<file path="src/rtl/vsync_divider.sv">
module vsync_divider #(
  parameter int CW        = 10,
  parameter int FW        = 4,
  parameter int WIDE_LO   = 488,
  parameter int WIDE_HI   = 722,
  parameter int SPLIT     = 576,
  parameter int N60_LO    = 522,
  parameter int N60_HI    = 528,
  parameter int N50_LO    = 622,
  parameter int N50_HI    = 628,
  parameter int DROP      = 10,
  parameter int ATF50_END = 10,
  parameter int ATF60_END = 12
) (
  input  logic clk,
  input  logic rst,
  input  logic vsync_i,
  output logic field_start_o,
  output logic is60_o,
  output logic narrow_o,
  output logic atf_o
);
  localparam logic [CW-1:0] L_WLO   = CW'(WIDE_LO);
  localparam logic [CW-1:0] L_WHI   = CW'(WIDE_HI);
  localparam logic [CW-1:0] L_SPLIT = CW'(SPLIT);
  localparam logic [CW-1:0] L_6LO   = CW'(N60_LO);
  localparam logic [CW-1:0] L_6HI   = CW'(N60_HI);
  localparam logic [CW-1:0] L_5LO   = CW'(N50_LO);
  localparam logic [CW-1:0] L_5HI   = CW'(N50_HI);
  localparam logic [CW-1:0] L_A5    = CW'(ATF50_END);
  localparam logic [CW-1:0] L_A6    = CW'(ATF60_END);
  localparam logic [FW-1:0] C_MAX   = '1;
  localparam logic [FW-1:0] C_DROP  = FW'(DROP);

  logic [CW-1:0] cnt;
  logic [FW-1:0] conf, conf_nxt;
  logic          vs_q, seen;

  wire sync_evt = vsync_i & ~vs_q;
  wire [CW-1:0] win_lo = is60_o ? L_6LO : L_5LO;
  wire [CW-1:0] win_hi = is60_o ? L_6HI : L_5HI;
  wire in_win  = (cnt >= win_lo) && (cnt <= win_hi);
  wire in_any  = ((cnt >= L_6LO) && (cnt <= L_6HI)) || ((cnt >= L_5LO) && (cnt <= L_5HI));
  wire accept  = sync_evt && (narrow_o ? in_win : (cnt >= L_WLO));
  wire expire  = narrow_o ? (cnt == win_hi) : (cnt == L_WHI);
  wire div_rst = accept || expire;
  wire good    = accept && (narrow_o || in_any);
  wire bad     = (sync_evt && !good) || (expire && !accept);

  always_comb begin
    conf_nxt = conf;
    if (good && conf != C_MAX)     conf_nxt = conf + 1'b1;
    else if (bad && conf != '0)    conf_nxt = conf - 1'b1;
  end

  always_ff @(posedge clk) begin
    if (rst) begin
      cnt <= '0;
      conf <= '0;
      vs_q <= 1'b0;
      seen <= 1'b0;
      is60_o <= 1'b0;
      narrow_o <= 1'b0;
      field_start_o <= 1'b0;
    end else begin
      vs_q <= vsync_i;
      conf <= conf_nxt;
      field_start_o <= div_rst;
      if (div_rst) begin
        cnt <= '0;
        seen <= 1'b1;
        is60_o <= (cnt < L_SPLIT);
      end else begin
        cnt <= cnt + 1'b1;
      end
      if (!narrow_o && conf_nxt == C_MAX)      narrow_o <= 1'b1;
      else if (narrow_o && conf_nxt < C_DROP)  narrow_o <= 1'b0;
    end
  end

  wire [CW-1:0] atf_end = is60_o ? L_A6 : L_A5;
  assign atf_o = (seen && cnt < atf_end) || (narrow_o && cnt >= win_lo);

  AST_LOCK_AT_MAX:   assert property (@(posedge clk) disable iff (rst) $rose(narrow_o) |-> conf == C_MAX);
  AST_UNLOCK_LOW:    assert property (@(posedge clk) disable iff (rst) $fell(narrow_o) |-> conf < C_DROP);
  AST_START_AT_ZERO: assert property (@(posedge clk) disable iff (rst) field_start_o |-> cnt == '0);
  AST_WIDE_BOUND:    assert property (@(posedge clk) disable iff (rst) !narrow_o |-> cnt <= L_WHI);
  AST_NARROW_BOUND:  assert property (@(posedge clk) disable iff (rst) narrow_o |-> cnt <= win_hi);
  AST_STD_HOLD:      assert property (@(posedge clk) disable iff (rst) !field_start_o |-> $stable(is60_o));
  AST_GATE_AT_START: assert property (@(posedge clk) disable iff (rst) field_start_o |-> atf_o);
endmodule

</file>
<file path="config.mk">
export PLATFORM = sky130hd
export DESIGN_NAME = vsync_divider
export DESIGN_NICKNAME = d
export VERILOG_FILES = /design/src/rtl/vsync_divider.sv
export SDC_FILE = /design/constraint.sdc
export NUM_CORES = 1
export LEC_CHECK = 0
export BUFFER_PORTS_ARGS = -buffer_cell sky130_fd_sc_hd__buf_2
export CAP_MARGIN = 20
export CORE_ASPECT_RATIO = 1.2
export CORE_UTILIZATION = 64
export CTS_CLUSTER_DIAMETER = 150
export DETAILED_ROUTE_END_ITERATION = 12
export HOLD_SLACK_MARGIN = 0.1
export PLACE_DENSITY = 0.9
export REMOVE_ABC_BUFFERS = 1
export SYNTH_ARGS = -nofsm -noshare
export SYNTH_HDL_FRONTEND = slang
export SYNTH_SLANG_ARGS = --single-unit
</file>
<file path="constraint.sdc">
create_clock -name clk -period 3.6 [get_ports clk]
set_input_delay 0.36 -clock clk [delete_from_list [all_inputs] [get_ports clk]]
set_output_delay 0.36 -clock clk [all_outputs]
set_load 0.005 [all_outputs]
</file>
# --- Yosys cells after proc, flatten, opt, wreduce, memory -nomap -nowiden ---
# Index checks and enable logic that the tools add are counted.
totals:
  out_inout_bits: 4
  input_bits: 3
  ff_bits: 19
  wordCells: 59
classes:
  add_sub_neg: 3
  n_eq_ne: 4
  bitwise: 2
  muxes: 9
  n_lt_le_gt_ge: 10
  n_reduce_logical: 24
ops:
  columns: ["cell", "n"]
  rows:
  - ["$ge A10 B10 Y1 const B", 2]
  - ["$le A10 B10 Y1 const B", 2]
  - ["$mux W7", 2]
  - ["$logic_and A1 B1 Y1", 13]
  - ["$add A10 B1 Y10 const B", 1]
  - ["$eq A10 B10 Y1", 1]
  - ["$eq A10 B10 Y1 const B", 1]
  - ["$ge A10 B10 Y1", 1]
  - ["$ge A10 B9 Y1 const B", 1]
  - ["$le A10 B10 Y1", 1]
  - ["$lt A10 B10 Y1 const B", 1]
  - ["$lt A10 B4 Y1", 1]
  - ["$mux W4", 2]
  - ["$logic_or A1 B1 Y1", 5]
  - ["$add A4 B1 Y4 const B", 1]
  - ["$eq A4 B4 Y1 const B", 1]
  - ["$lt A4 B4 Y1 const B", 1]
  - ["$mux W1", 4]
  - ["$ne A4 B4 Y1 const B", 1]
  - ["$reduce_bool A4 Y1", 1]
  - ["$sub A4 B1 Y4 const B", 1]
  - ["$logic_not A1 Y1", 3]
  - ["$mux W3", 1]
  - ["$reduce_bool A2 Y1", 1]
  - ["3 further kinds", 3]

# --- Depth between registers and ports, before layout ---
# Gate-level depths: netlist (run 1).
depth:
  depth_word: 16
  ltp_mapped: 11
  mapped_depth_nobuf: 10

# --- Worst setup path after synthesis (run 1) ---
# Ideal clock, no wire load.
synth_timing:
  kind: "flip-flop to flip-flop"
  start: "register cnt[2]"
  end: "register cnt[2]"
  arrival_time_ns: 2.388
  setup_slack_ns: 1.148
  path_buffers: 2
  stages_incl_launch_ff: 12
  setup_time_ns: 0.064
  cell_sequence: "dfxtp_1 clkbuf_1 inv_1 ha_1 nand2_1 nor2_1 o2111ai_1 a21oi_4 or3_2 or2_1 buf_2 nor2_1"
synth_via:
  elab_chain_cells: 6
  word_cells_on_any_way: 12
  cone_classes: "add/sub (1); order compare (3); eq/ne (2); mux (2); reduce/logical (4)"
synth_rtl:
  columns: ["element", "line_no", "source"]
  rows:
  - ["from (decl)", "35", "logic [CW-1:0] cnt;"]
  - ["from (signal assigned)", "74", "cnt <= cnt + 1'b1;"]
  - ["$ge A10 B10 Y1 / $le A10 B10 Y1 (equally long branches)", "42", "wire in_win = (cnt >= win_lo) && (cnt <= win_hi);"]
  - ["$logic_and A1 B1 Y1", "42", null]
  - ["$mux W1", "44", "wire accept = sync_evt && (narrow_o ? in_win : (cnt >= L_WLO));"]
  - ["$logic_and A1 B1 Y1", "44", null]
  - ["$logic_or A1 B1 Y1", "46", "wire div_rst = accept || expire;"]
  - ["$reduce_or A2 Y1 (no source line)", null, null]
# Parallel ways exist; a longest one is shown, timed or not.
# A chain may end at the register's enable or synchronous reset.

# --- Worst setup path after layout (run 1) ---
layout_timing:
  start: "register cnt[2]"
  end: "register narrow_o"
layout_via:
  elab_chain_cells: 14
  word_cells_on_any_way: 33
  cone_classes: "order compare (8); eq/ne (3); mux (5); reduce/logical (17)"
layout_rtl:
  columns: ["element", "line_no", "source"]
  rows:
  - ["$ge A10 B10 Y1 (tied with other cells)", "42", null]
  - ["$logic_and A1 B1 Y1, on equally long branches", "42, 43", null]
  - ["$mux W1 / $logic_or A1 B1 Y1 (equally long branches)", "44, 43", null]
  - ["$logic_and A1 B1 Y1 / $logic_or A1 B1 Y1 (equally long branches)", "44, 47", null]
  - ["$logic_and A1 B1 Y1", "47", "wire good = accept && (narrow_o || in_any);"]
  - ["$logic_not A1 Y1", "48", "wire bad = (sync_evt && !good) || (expire && !accept);"]
  - ["$logic_and A1 B1 Y1", "48", null]
  - ["$logic_or A1 B1 Y1", "48", null]
  - ["$logic_and A1 B1 Y1", "53", "else if (bad && conf != '0) conf_nxt = conf - 1'b1;"]
  - ["$mux W4", "53", null]
  - ["$mux W4 (*)", "52", "if (good && conf != C_MAX) conf_nxt = conf + 1'b1;"]
  - ["$lt A4 B4 Y1 / $eq A4 B4 Y1 (equally long branches)", "77, 76", null]
  - ["$logic_and A1 B1 Y1, on equally long branches", "77, 76", null]
  - ["$reduce_bool A2 Y1 (no source line) / $mux W1 (equally long branches)", null, null]
  - ["to (signal assigned)", "63", "narrow_o <= 1'b0;"]
  - ["to (signal assigned)", "76", "if (!narrow_o && conf_nxt == C_MAX) narrow_o <= 1'b1;"]
  - ["to (signal assigned)", "77", "else if (narrow_o && conf_nxt < C_DROP) narrow_o <= 1'b0;"]
  - ["to (decl)", "20", "output logic narrow_o,"]
# Every way passes the cells marked *; elsewhere a longest branch is shown, timed or not.

==> results.sh, run 1 <==
export IMPL_hold_path_depth=2
export IMPL_startpoint_type="register"
export IMPL_numCtsBuffers=3
export IMPL_grt_total_usage=0.259
export IMPL_violations="design-rule violations"
export IMPL_drtIter0Drc=24
export IMPL_synth_flop_cell="dfxtp_1"
export IMPL_reg2reg_slack_ns=0.84
export IMPL_worst_slack_ns=0.836
export IMPL_r2r_start="cnt[2]"
export IMPL_syn_avg_cell_area_um2=8.24
export IMPL_final_layout_size_suffix_gt1_frac=0.123
export IMPL_drc=2
export IMPL_slew_violations=0
export IMPL_dp_cells=178
export IMPL_die_area_um2=2290
export IMPL_pre_cts_ws_ns=0.912
export IMPL_hp_start="vsync_i"
export IMPL_port_buffers=6
export IMPL_antenna_found_initial=0
export IMPL_wire_per_inst_um=13.8
export IMPL_grt_max_degree=13
export IMPL_final_setup_tns_ns=0
export IMPL_ys_types=52
export IMPL_clk_latency_ns=0.30
export IMPL_r2r_cells=10
export IMPL_num_rows=17
export IMPL_diodes=0
export IMPL_clock_skew_ns=0.00217
export IMPL_crit_required_ns=3.79
export IMPL_status="finished, violations left"
export IMPL_critPathKind="reg -> reg"
export IMPL_cp_startpoint="cnt[2]"
export IMPL_fmax_mhz=362
export IMPL_cts_clk_slew_worst_paths_ns=0.12
export IMPL_hold_end="vs_q"
export IMPL_drv_cap=0
export IMPL_timing_hold_ws_ns=0.300
export IMPL_drt_total_wl_um=2520
export IMPL_layout_cells_non_filler=182
export IMPL_clock_sinks=19
export IMPL_hold_viol=0
export IMPL_cp_max_fo=12
export IMPL_worst_pin_slew_ns=0.501
export IMPL_grt_setup_unrepaired="false"
export IMPL_cp_end_kind="register"
export IMPL_yosysSeqAreaShare=0.283
export IMPL_finalCriticalPeriod_ns=2.76
export IMPL_fp_dieW_um=43.8
export IMPL_yosys_warnings=0
export IMPL_cts_buffer_depth=2
export IMPL_synth_seq_cells=19
export IMPL_p_leak_nw=0.526
export IMPL_powerDensity_nw_per_um2=398
export IMPL_dr_pass1_iters=8
export IMPL_slew_limit_headroom=0.663
export IMPL_dpl_cell_area_um2=1320
export IMPL_ir_drop_mv=0.286
export IMPL_cp_arrival_ns=2.95
export IMPL_setup_viol=0
export IMPL_stdcell_area_um2=1350
export IMPL_postSynthCellCount=163
export IMPL_dp_hpwl_um=1860
export IMPL_dieHeight_um=52.2
export IMPL_hold_class="in -> reg"
export IMPL_grt_pass1_wl_um=4430
export IMPL_grt_pass1_vias=1073
export IMPL_vias=1152
export IMPL_reg2reg_to="narrow_o"
export IMPL_core_area_um2=1910
export IMPL_cts_root_buf="clkbuf_4"
export IMPL_cts_tree="done"
export IMPL_grt_overflow_total=0
export IMPL_place_congestion=0.879
export IMPL_drtAntennaViolNets=0
export IMPL_fin_nets=177
export IMPL_async_flop_share=0
export IMPL_initial_utilization=0.701
export IMPL_synth_edff_count=0
export IMPL_htree_levels=1
export IMPL_vias_per_cell=6.33
export IMPL_syn_to_final_growth_pct=0.653
export IMPL_pin_count=7
export IMPL_ctsResizeCount=0
export IMPL_cts_hold_buf=0
export IMPL_syn_area_um2=1340
export IMPL_finalCritPeriodShare=0.768
export IMPL_cts_setup_buffers=0
[layout by cell type (no fill, tap or decap), types with 2 or more instances in the layout]
| cell type | count |
|---|---|
| clkbuf_4 | 3 |
| nor4_1 | 5 |
| buf_2 | 6 |
| inv_1 | 9 |
| xor2_1 | 6 |
| nand2_1 | 9 |
| nor3_1 | 5 |
| a22oi_1 | 2 |
| nand2b_1 | 5 |
| ha_1 | 10 |
| nor4b_1 | 2 |
| xnor2_1 | 3 |
| mux2i_1 | 2 |
| o21ai_0 | 4 |
| nor2_1 | 22 |
| a21oi_1 | 4 |
| dfxtp_1 | 19 |
| nand4_1 | 3 |
| nand3_1 | 7 |
| nor2b_1 | 4 |
| or3_2 | 2 |
| and3_1 | 2 |
[layout make-up]
cell class / instances / area [µm²]
Sequential cell: 19 / 380
Inverter: 9 / 33.8
Fill cell: 157 / 563
Clock inverter: 1 / 5.00
Multi-Input combinational cell: 125 / 856
Clock buffer: 3 / 22.5
Timing Repair Buffer: 6 / 30.0
Tap cell: 19 / 23.8
[sequential cells by signal, indices dropped and copies added, names as in the netlist]
| register | count |
|---|---|
| narrow_o | 1 |
| vs_q | 1 |
| is60_o | 1 |
| field_start_o | 1 |
| cnt | 10 |
| seen | 1 |
| conf | 4 |
[stage by stage]
| stage | power (mW) | utilization |
|---|---|---|
| final | 0.538 | 0.706 |
| after global routing | 0.576 | 0.706 |
| after CTS | 0.542 | 0.706 |
| after detailed placement | 0.429 | 0.692 |
| after global placement | 0.421 | 0.692 |
| after floorplan | 0.396 | - |
[synth_stat cells (2+ instances only)]
cell	instances	area share
a21oi_1	4	0.015
a22oi_1	2	0.011
and3_1	2	0.0093
buf_2	2	0.0075
buf_6	3	0.025
clkbuf_1	4	0.011
dfxtp_1	19	0.28
ha_1	10	0.093
inv_1	9	0.025
mux2i_1	2	0.015
nand2_1	9	0.025
nand2b_1	5	0.023
nand3_1	7	0.026
nand4_1	3	0.014
nor2_1	22	0.062
nor2b_1	4	0.019
nor3_1	5	0.019
nor4_1	5	0.023
nor4b_1	2	0.013
o21ai_0	4	0.015
or3_2	2	0.011
xnor2_1	3	0.020
xor2_1	6	0.039
[layer usage]
layer  GRT usage  routed length [µm]  share of wire
met5           0                   0              0
met4       0.120                  25         0.0099
met3      0.0276                  95          0.038
met2       0.435                1210           0.48
met1       0.328                1190           0.47
[critical path, stage by stage, from the launching register on]
cell,delay (ns)
dfxtp_1,0.57
inv_1,0.09
ha_1,0.32
nand2_1,0.08
nor4_1,0.39
a22oi_1,0.22
a21oi_4,0.22
a21oi_2,0.13
a22oi_1,0.26
mux2i_1,0.31
a211oi_2,0.06
[worst max path at each step]
stage	slack (ns)	depth (start not counted)	end
2_1_floorplan	1.30	10	narrow_o
3_3_place_gp	1.02	10	narrow_o
3_5_place_dp	0.91	10	narrow_o
4_1_cts	0.89	10	narrow_o
5_1_grt	0.60	10	narrow_o
6_report	0.84	10	narrow_o
[power by group]
group	leakage, nW	switching, mW	internal (mW)
Clock	0.0177	0.0703	0.0414
Combinational	0.355	0.0897	0.0743
Sequential	0.154	0.0304	0.232
Total	0.526	0.190	0.347
[kinds of logic (layout without fill, tap and decap cells)]
family / count (synthesis) / in the layout / share of synthesized area
mux: 2 / 2 / 0.0149
compound gates: 27 / 27 / 0.158
buf+inv: 19 / 19 / 0.0792
flops: 19 / 19 / 0.283
xor+xnor: 9 / 9 / 0.0587
simple gates: 77 / 77 / 0.312
fa+ha+maj: 10 / 10 / 0.0932
No activity file was read; power rests on OpenSTA's default activity.
==> inputs of run 2 (changes only) <==
--- a/config.mk
+++ b/config.mk
@@ -5,14 +5,15 @@
 export SDC_FILE = /design/constraint.sdc
 export NUM_CORES = 1
 export LEC_CHECK = 0
+export ABC_AREA = 1
 export BUFFER_PORTS_ARGS = -buffer_cell sky130_fd_sc_hd__buf_2
 export CAP_MARGIN = 20
 export CORE_ASPECT_RATIO = 1.2
-export CORE_UTILIZATION = 64
+export CORE_UTILIZATION = 60
 export CTS_CLUSTER_DIAMETER = 150
 export DETAILED_ROUTE_END_ITERATION = 12
 export HOLD_SLACK_MARGIN = 0.1
-export PLACE_DENSITY = 0.9
+export PLACE_DENSITY = 0.85
 export REMOVE_ABC_BUFFERS = 1
 export SYNTH_ARGS = -nofsm -noshare
 export SYNTH_HDL_FRONTEND = slang
==> constraint.sdc (replaced) <==
create_clock -name clk -period 2.58 [get_ports clk]
set_input_delay 0.258 -clock clk [delete_from_list [all_inputs] [get_ports clk]]
set_output_delay 0.258 -clock clk [all_outputs]
set_load 0.005 [all_outputs]
==> results.sh, run 2 <==
export IMPL_hold_class="in -> reg"
export IMPL_final_setup_tns_ns=0
export IMPL_crit_required_ns=2.79
export IMPL_drtIter0Drc=64
export IMPL_critPathKind="reg -> reg"
export IMPL_worst_pin_slew_ns=0.377
export IMPL_synth_seq_cells=19
export IMPL_syn_to_final_growth_pct=6.06
export IMPL_ctsResizeCount=0
export IMPL_synth_area_leaders="dfxtp_1 (28%), nand2_1 (13%), ha_1 (9.2%)"
export IMPL_synth_simple_area_share=0.413
export IMPL_clk_latency_ns=0.30
export IMPL_drv_cap=0
export IMPL_final_layout_size_suffix_gt1_frac=0.151
export IMPL_pre_cts_ws_ns=0.364
export IMPL_core_area_um2=2090
export IMPL_hold_viol=0
export IMPL_antenna_found_initial=0
export IMPL_syn_avg_cell_area_um2=6.89
export IMPL_place_congestion=0.903
export IMPL_grt_overflow_total=0
export IMPL_cp_end_kind="register"
export IMPL_dr_pass1_iters=4
export IMPL_synth_mux_area_frac=0
export IMPL_drt_total_wl_um=2790
export IMPL_fmax_mhz=445
export IMPL_startpoint_type="register"
export IMPL_clock_sinks=19
export IMPL_slew_limit_headroom=0.748
export IMPL_fp_dieW_um=45.5
export IMPL_synth_xor_area_share=0.0578
export IMPL_num_rows=18
export IMPL_finalCritPeriodShare=0.872
export IMPL_synth_compound_area_share=0.0697
export IMPL_regMostFlops="cnt"
export IMPL_cpMostUsedCell="nand2_1"
export IMPL_htree_levels=1
export IMPL_wire_per_inst_um=11.9
export IMPL_synthTopCellsByCount="nand2_1 (46), nor2_1 (22), inv_1 (21)"
export IMPL_async_flop_share=0
export IMPL_synth_most_common_cell="nand2_1"
export IMPL_grt_pass1_wl_um=4640
export IMPL_layout_commonest_cell="nand2_1"
export IMPL_cts_hold_buf=0
export IMPL_status="completed"
export IMPL_dieHeight_um=54.2
export IMPL_grt_pass1_vias=1176
export IMPL_yosys_area_top_type="dfxtp_1"
export IMPL_critical_path_buf_inv_count=3
export IMPL_vias=1272
export IMPL_cts_setup_buffers=0
export IMPL_cp_arrival_ns=2.45
export IMPL_layout_common_cells="nand2_1 (46), nor2_1 (22), inv_1 (21)"
export IMPL_cp_max_fo=6
export IMPL_postSynthCellCount=198
export IMPL_slew_violations=0
export IMPL_setup_viol=0
export IMPL_crit_path_max_incr_delay_ns=0.46
export IMPL_synthAdderAreaFrac=0.0917
export IMPL_port_buffers=6
export IMPL_yosys_warnings=0
export IMPL_synthDominantCellAreaShare=0.279
export IMPL_powerDensity_nw_per_um2=503
export IMPL_fillers=190
export IMPL_grt_setup_unrepaired="false"
export IMPL_ys_types=29
export IMPL_vias_per_cell=5.41
export IMPL_initial_utilization=0.651
export IMPL_ir_drop_mv=0.343
export IMPL_syn_area_um2=1360
export IMPL_diodes=0
export IMPL_dp_hpwl_um=2220
export IMPL_grt_total_usage=0.261
export IMPL_cts_root_buf="clkbuf_4"
export IMPL_top_regs="cnt (10), conf (4)"
export IMPL_cts_clk_slew_worst_paths_ns=0.11
export IMPL_p_leak_nw=0.662
export IMPL_crit_slowest_cell="dfxtp_1"
export IMPL_fin_nets=219
export IMPL_timing_hold_ws_ns=0.229
export IMPL_drc=0
export IMPL_numCtsBuffers=3
export IMPL_path_cells="inv_1, ha_1, nand2_1, nor2_1, nand3_1, nand3_2, nand2_1, nand2_2, nand4_4, clkinv_2, nand2_4, nand2_1, nand2_1, nand2_1, inv_1, a21oi_1, nor2_1"
export IMPL_pin_count=7
export IMPL_finalCriticalPeriod_ns=2.25
export IMPL_cts_buffer_depth=2
export IMPL_drtAntennaViolNets=0
export IMPL_crit_family="simple AND/OR/NAND/NOR gates"
export IMPL_synth_top_family_by_area="simple AND/OR/NAND/NOR gates"
export IMPL_synth_edff_count=0
export IMPL_die_area_um2=2470
export IMPL_grt_max_degree=12
export IMPL_cts_tree="done"
export IMPL_largest_reg_flops=10
export IMPL_synth_flop_cell="dfxtp_1"
export IMPL_worst_slack_ns=0.331
export IMPL_yosysSeqAreaShare=0.279
export IMPL_clock_skew_ns=0.00245
run 2: layer usage:
metal,up-vias,track usage,wire (µm)
met5,-,0,0
met4,0,0.116,51
met3,6,0.0396,104
met2,40,0.512,1500
met1,576,0.262,1140
li1,650,-,-
run 2: power breakdown:
| part | leakage [nW] | switching [mW] | internal, mW |
|---|---|---|---|
| Clock | 0.0150 | 0.0924 | 0.0603 |
| Combinational | 0.493 | 0.147 | 0.0869 |
| Sequential | 0.154 | 0.0244 | 0.317 |
| Total | 0.662 | 0.264 | 0.464 |
run 2: area by class of cell:
| cell class | instances | area (µm²) | area share |
|---|---|---|---|
| Timing Repair Buffer | 7 | 37.5 | 0.0260 |
| Multi-Input combinational cell | 148 | 862 | 0.596 |
| Sequential cell | 19 | 380 | 0.263 |
| Tap cell | 30 | 37.5 | 0.0260 |
| Inverter | 27 | 103 | 0.0709 |
| Clock buffer | 4 | 26.3 | 0.0182 |
run 2: worst paths after layout:
path	start	to	slack [ns]	cells past startpoint
max	is60_o	narrow_o	0.33	17
min	vsync_i	vs_q	0.23	3
max reg2reg	is60_o	narrow_o	0.33	17
min reg2reg	cnt[0]	cnt[0]	0.46	1
run 2: worst min-delay path, cell delays in order:
cell    delay [ns]
buf_2         0.07
inv_1         0.07
nor2_1        0.09
run 2: cell families (layout without fill, tap and decap cells):
logic type      Yosys count  after routing
fa+ha+maj                10             10
buf+inv                  31             38
flops                    19             19
xor+xnor                  9              9
compound gates           16             16
simple gates            113            113
run 2: through the flow:
step / instances / utilization / power [mW] / instance area [µm²]
floorplan: 194 / - / 0.532 / 1350
global placement: 231 / 0.678 / 0.566 / 1420
detailed placement: 231 / 0.678 / 0.582 / 1420
CTS: 235 / 0.691 / 0.732 / 1450
global route: 235 / 0.691 / 0.778 / 1450
finish: 235 / 0.691 / 0.728 / 1450
==> inputs of run 3 (changes only) <==
--- a/config.mk
+++ b/config.mk
@@ -9,11 +9,12 @@
 export BUFFER_PORTS_ARGS = -buffer_cell sky130_fd_sc_hd__buf_2
 export CAP_MARGIN = 20
 export CORE_ASPECT_RATIO = 1.2
-export CORE_UTILIZATION = 60
+export CORE_UTILIZATION = 63
+export CTS_BUF_LIST = sky130_fd_sc_hd__clkbuf_4
 export CTS_CLUSTER_DIAMETER = 150
 export DETAILED_ROUTE_END_ITERATION = 12
 export HOLD_SLACK_MARGIN = 0.1
-export PLACE_DENSITY = 0.85
+export PLACE_DENSITY = 0.89
 export REMOVE_ABC_BUFFERS = 1
 export SYNTH_ARGS = -nofsm -noshare
 export SYNTH_HDL_FRONTEND = slang
==> results.sh, run 3 (synthesis results as in run 2) <==
export IMPL_port_buffers=6
export IMPL_hold_end="vs_q"
export IMPL_regMostFlops="cnt"
export IMPL_powerDensity_nw_per_um2=506
export IMPL_layout_common_cells="nand2_1 (46), nor2_1 (22), inv_1 (21)"
export IMPL_dpl_cell_area_um2=1430
export IMPL_hold_class="in -> reg"
export IMPL_multi_input_area_um2=862
export IMPL_worst_pin_slew_ns=0.391
export IMPL_fillers=196
export IMPL_fp_dieW_um=44.5
export IMPL_core_area_um2=2050
export IMPL_cts_clk_slew_worst_paths_ns=0.10
export IMPL_hold_viol=0
export IMPL_r2r_cells=17
export IMPL_drc=0
export IMPL_grt_pass1_wl_um=4530
export IMPL_antenna_found_initial=0
export IMPL_cpMostUsedCell="nand2_1"
export IMPL_grt_setup_unrepaired="false"
export IMPL_initial_utilization=0.665
export IMPL_drtAntennaViolNets=0
export IMPL_finalCritPeriodShare=0.860
export IMPL_hold_path_depth=3
export IMPL_cp_end_kind="register"
export IMPL_htree_levels=1
export IMPL_place_congestion=0.926
export IMPL_p_leak_nw=0.671
export IMPL_regArea_um2=380
export IMPL_pwr_share_seq=0.463
export IMPL_hp_start="vsync_i"
export IMPL_cts_tree="done"
export IMPL_crit_slowest_cell="dfxtp_1"
export IMPL_final_util=0.711
export IMPL_cts_root_buf="clkbuf_4"
export IMPL_vias_per_cell=5.27
export IMPL_cp_max_fo=6
export IMPL_status="completed"
export IMPL_setup_viol=0
export IMPL_crit_path_max_incr_delay_ns=0.42
export IMPL_pwr_share_comb=0.321
export IMPL_drt_total_wl_um=2860
export IMPL_largest_reg_flops=10
export IMPL_reg2reg_slack_ns=0.36
export IMPL_path_cells="inv_1, ha_1, nand2_1, nor2_1, nand3_1, nand3_2, nand2_1, nand2_2, nand4_4, clkinv_2, nand2_4, nand2_1, nand2_1, nand2_1, inv_1, a21oi_1, nor2_1"
export IMPL_stdcell_area_um2=1460
export IMPL_drv_cap=0
export IMPL_cp_arrival_ns=2.42
export IMPL_numCtsBuffers=3
export IMPL_crit_required_ns=2.78
export IMPL_layout_commonest_cell="nand2_1"
export IMPL_final_layout_size_suffix_gt1_frac=0.160
export IMPL_diodes=0
export IMPL_fmax_mhz=451
export IMPL_fin_nets=220
export IMPL_swShare=0.356
export IMPL_pin_count=7
export IMPL_r2r_start="is60_o"
export IMPL_dp_hpwl_um=2310
export IMPL_cts_setup_buffers=0
export IMPL_grt_max_degree=12
export IMPL_top_regs="cnt (10), conf (4)"
export IMPL_syn_to_final_growth_pct=6.88
export IMPL_die_area_um2=2360
export IMPL_dieHeight_um=53.0
export IMPL_clk_latency_ns=0.29
export IMPL_clock_skew_ns=0.00331
export IMPL_drtIter0Drc=41
export IMPL_slew_violations=0
export IMPL_grt_pass1_vias=1170
export IMPL_ir_drop_mv=0.365
export IMPL_cts_hold_buf=0
export IMPL_clock_sinks=19
export IMPL_cts_buffer_depth=2
export IMPL_clkPwrFrac=0.216
export IMPL_switching_power_mw=0.263
export IMPL_finalCriticalPeriod_ns=2.22
export IMPL_vias=1243
export IMPL_dr_pass1_iters=4
export IMPL_ctsResizeCount=0
export IMPL_startpoint_type="register"
export IMPL_wire_per_inst_um=12.1
export IMPL_num_rows=18
export IMPL_critPathKind="reg -> reg"
export IMPL_slew_limit_headroom=0.739
export IMPL_reg2reg_to="narrow_o"
export IMPL_grt_overflow_total=0
export IMPL_grt_total_usage=0.260
export IMPL_final_setup_tns_ns=0
export IMPL_p_int_mw=0.475
[run 3: final cells by class]
class                           instances  area share
Multi-Input combinational cell        148       0.591
Inverter                               27      0.0704
Sequential cell                        19       0.261
Tap cell                               30      0.0258
Timing Repair Buffer                    8      0.0309
Clock buffer                            4      0.0206
[run 3: how the worst max path moves through the flow]
stage,cells after the start,start,to
floorplan,17,cnt[2],narrow_o
global placement,17,is60_o,narrow_o
detailed placement,17,is60_o,narrow_o
CTS,17,is60_o,narrow_o
global route,17,is60_o,narrow_o
finish,17,is60_o,narrow_o
[run 3: worst max-delay path: cells and delay by family (launching register included)]
kind,cells,cell delay [ns]
AND/OR/NAND/NOR,12,0.93
adder cells (fa/ha/maj),1,0.33
buffers and inverters,3,0.28
AO/OA/AOI/OAI,1,0.16
flip-flops,1,0.42
[run 3: metal layers]
metal  GRT usage  up-vias  wire length [µm]
li1            -      649                 -
met1       0.240      557              1130
met2       0.522       25              1550
met3      0.0614       12               104
met4       0.111        0                76
met5           0        -                 0
[run 3: metrics by stage]
step | setup WS (ns) | total power, mW | hold WS, ns | cells
6_report | 0.361 | 0.738 | 0.226 | 236
5_1_grt | 0.151 | 0.786 | 0.250 | 236
4_1_cts | 0.353 | 0.743 | 0.232 | 236
3_5_place_dp | 0.379 | 0.584 | 0.451 | 232
3_3_place_gp | 0.501 | 0.569 | 0.442 | 232
2_1_floorplan | 0.586 | 0.532 | 0.327 | 194
[run 3: power groups by stage]
stage | logic [mW] | clock network (mW) | registers [mW]
after detailed placement | 0.236 | 0 | 0.348
final | 0.237 | 0.160 | 0.342
after CTS | 0.238 | 0.163 | 0.342
after global routing | 0.270 | 0.171 | 0.344
after global placement | 0.222 | 0 | 0.347
after floorplan | 0.189 | 0 | 0.342
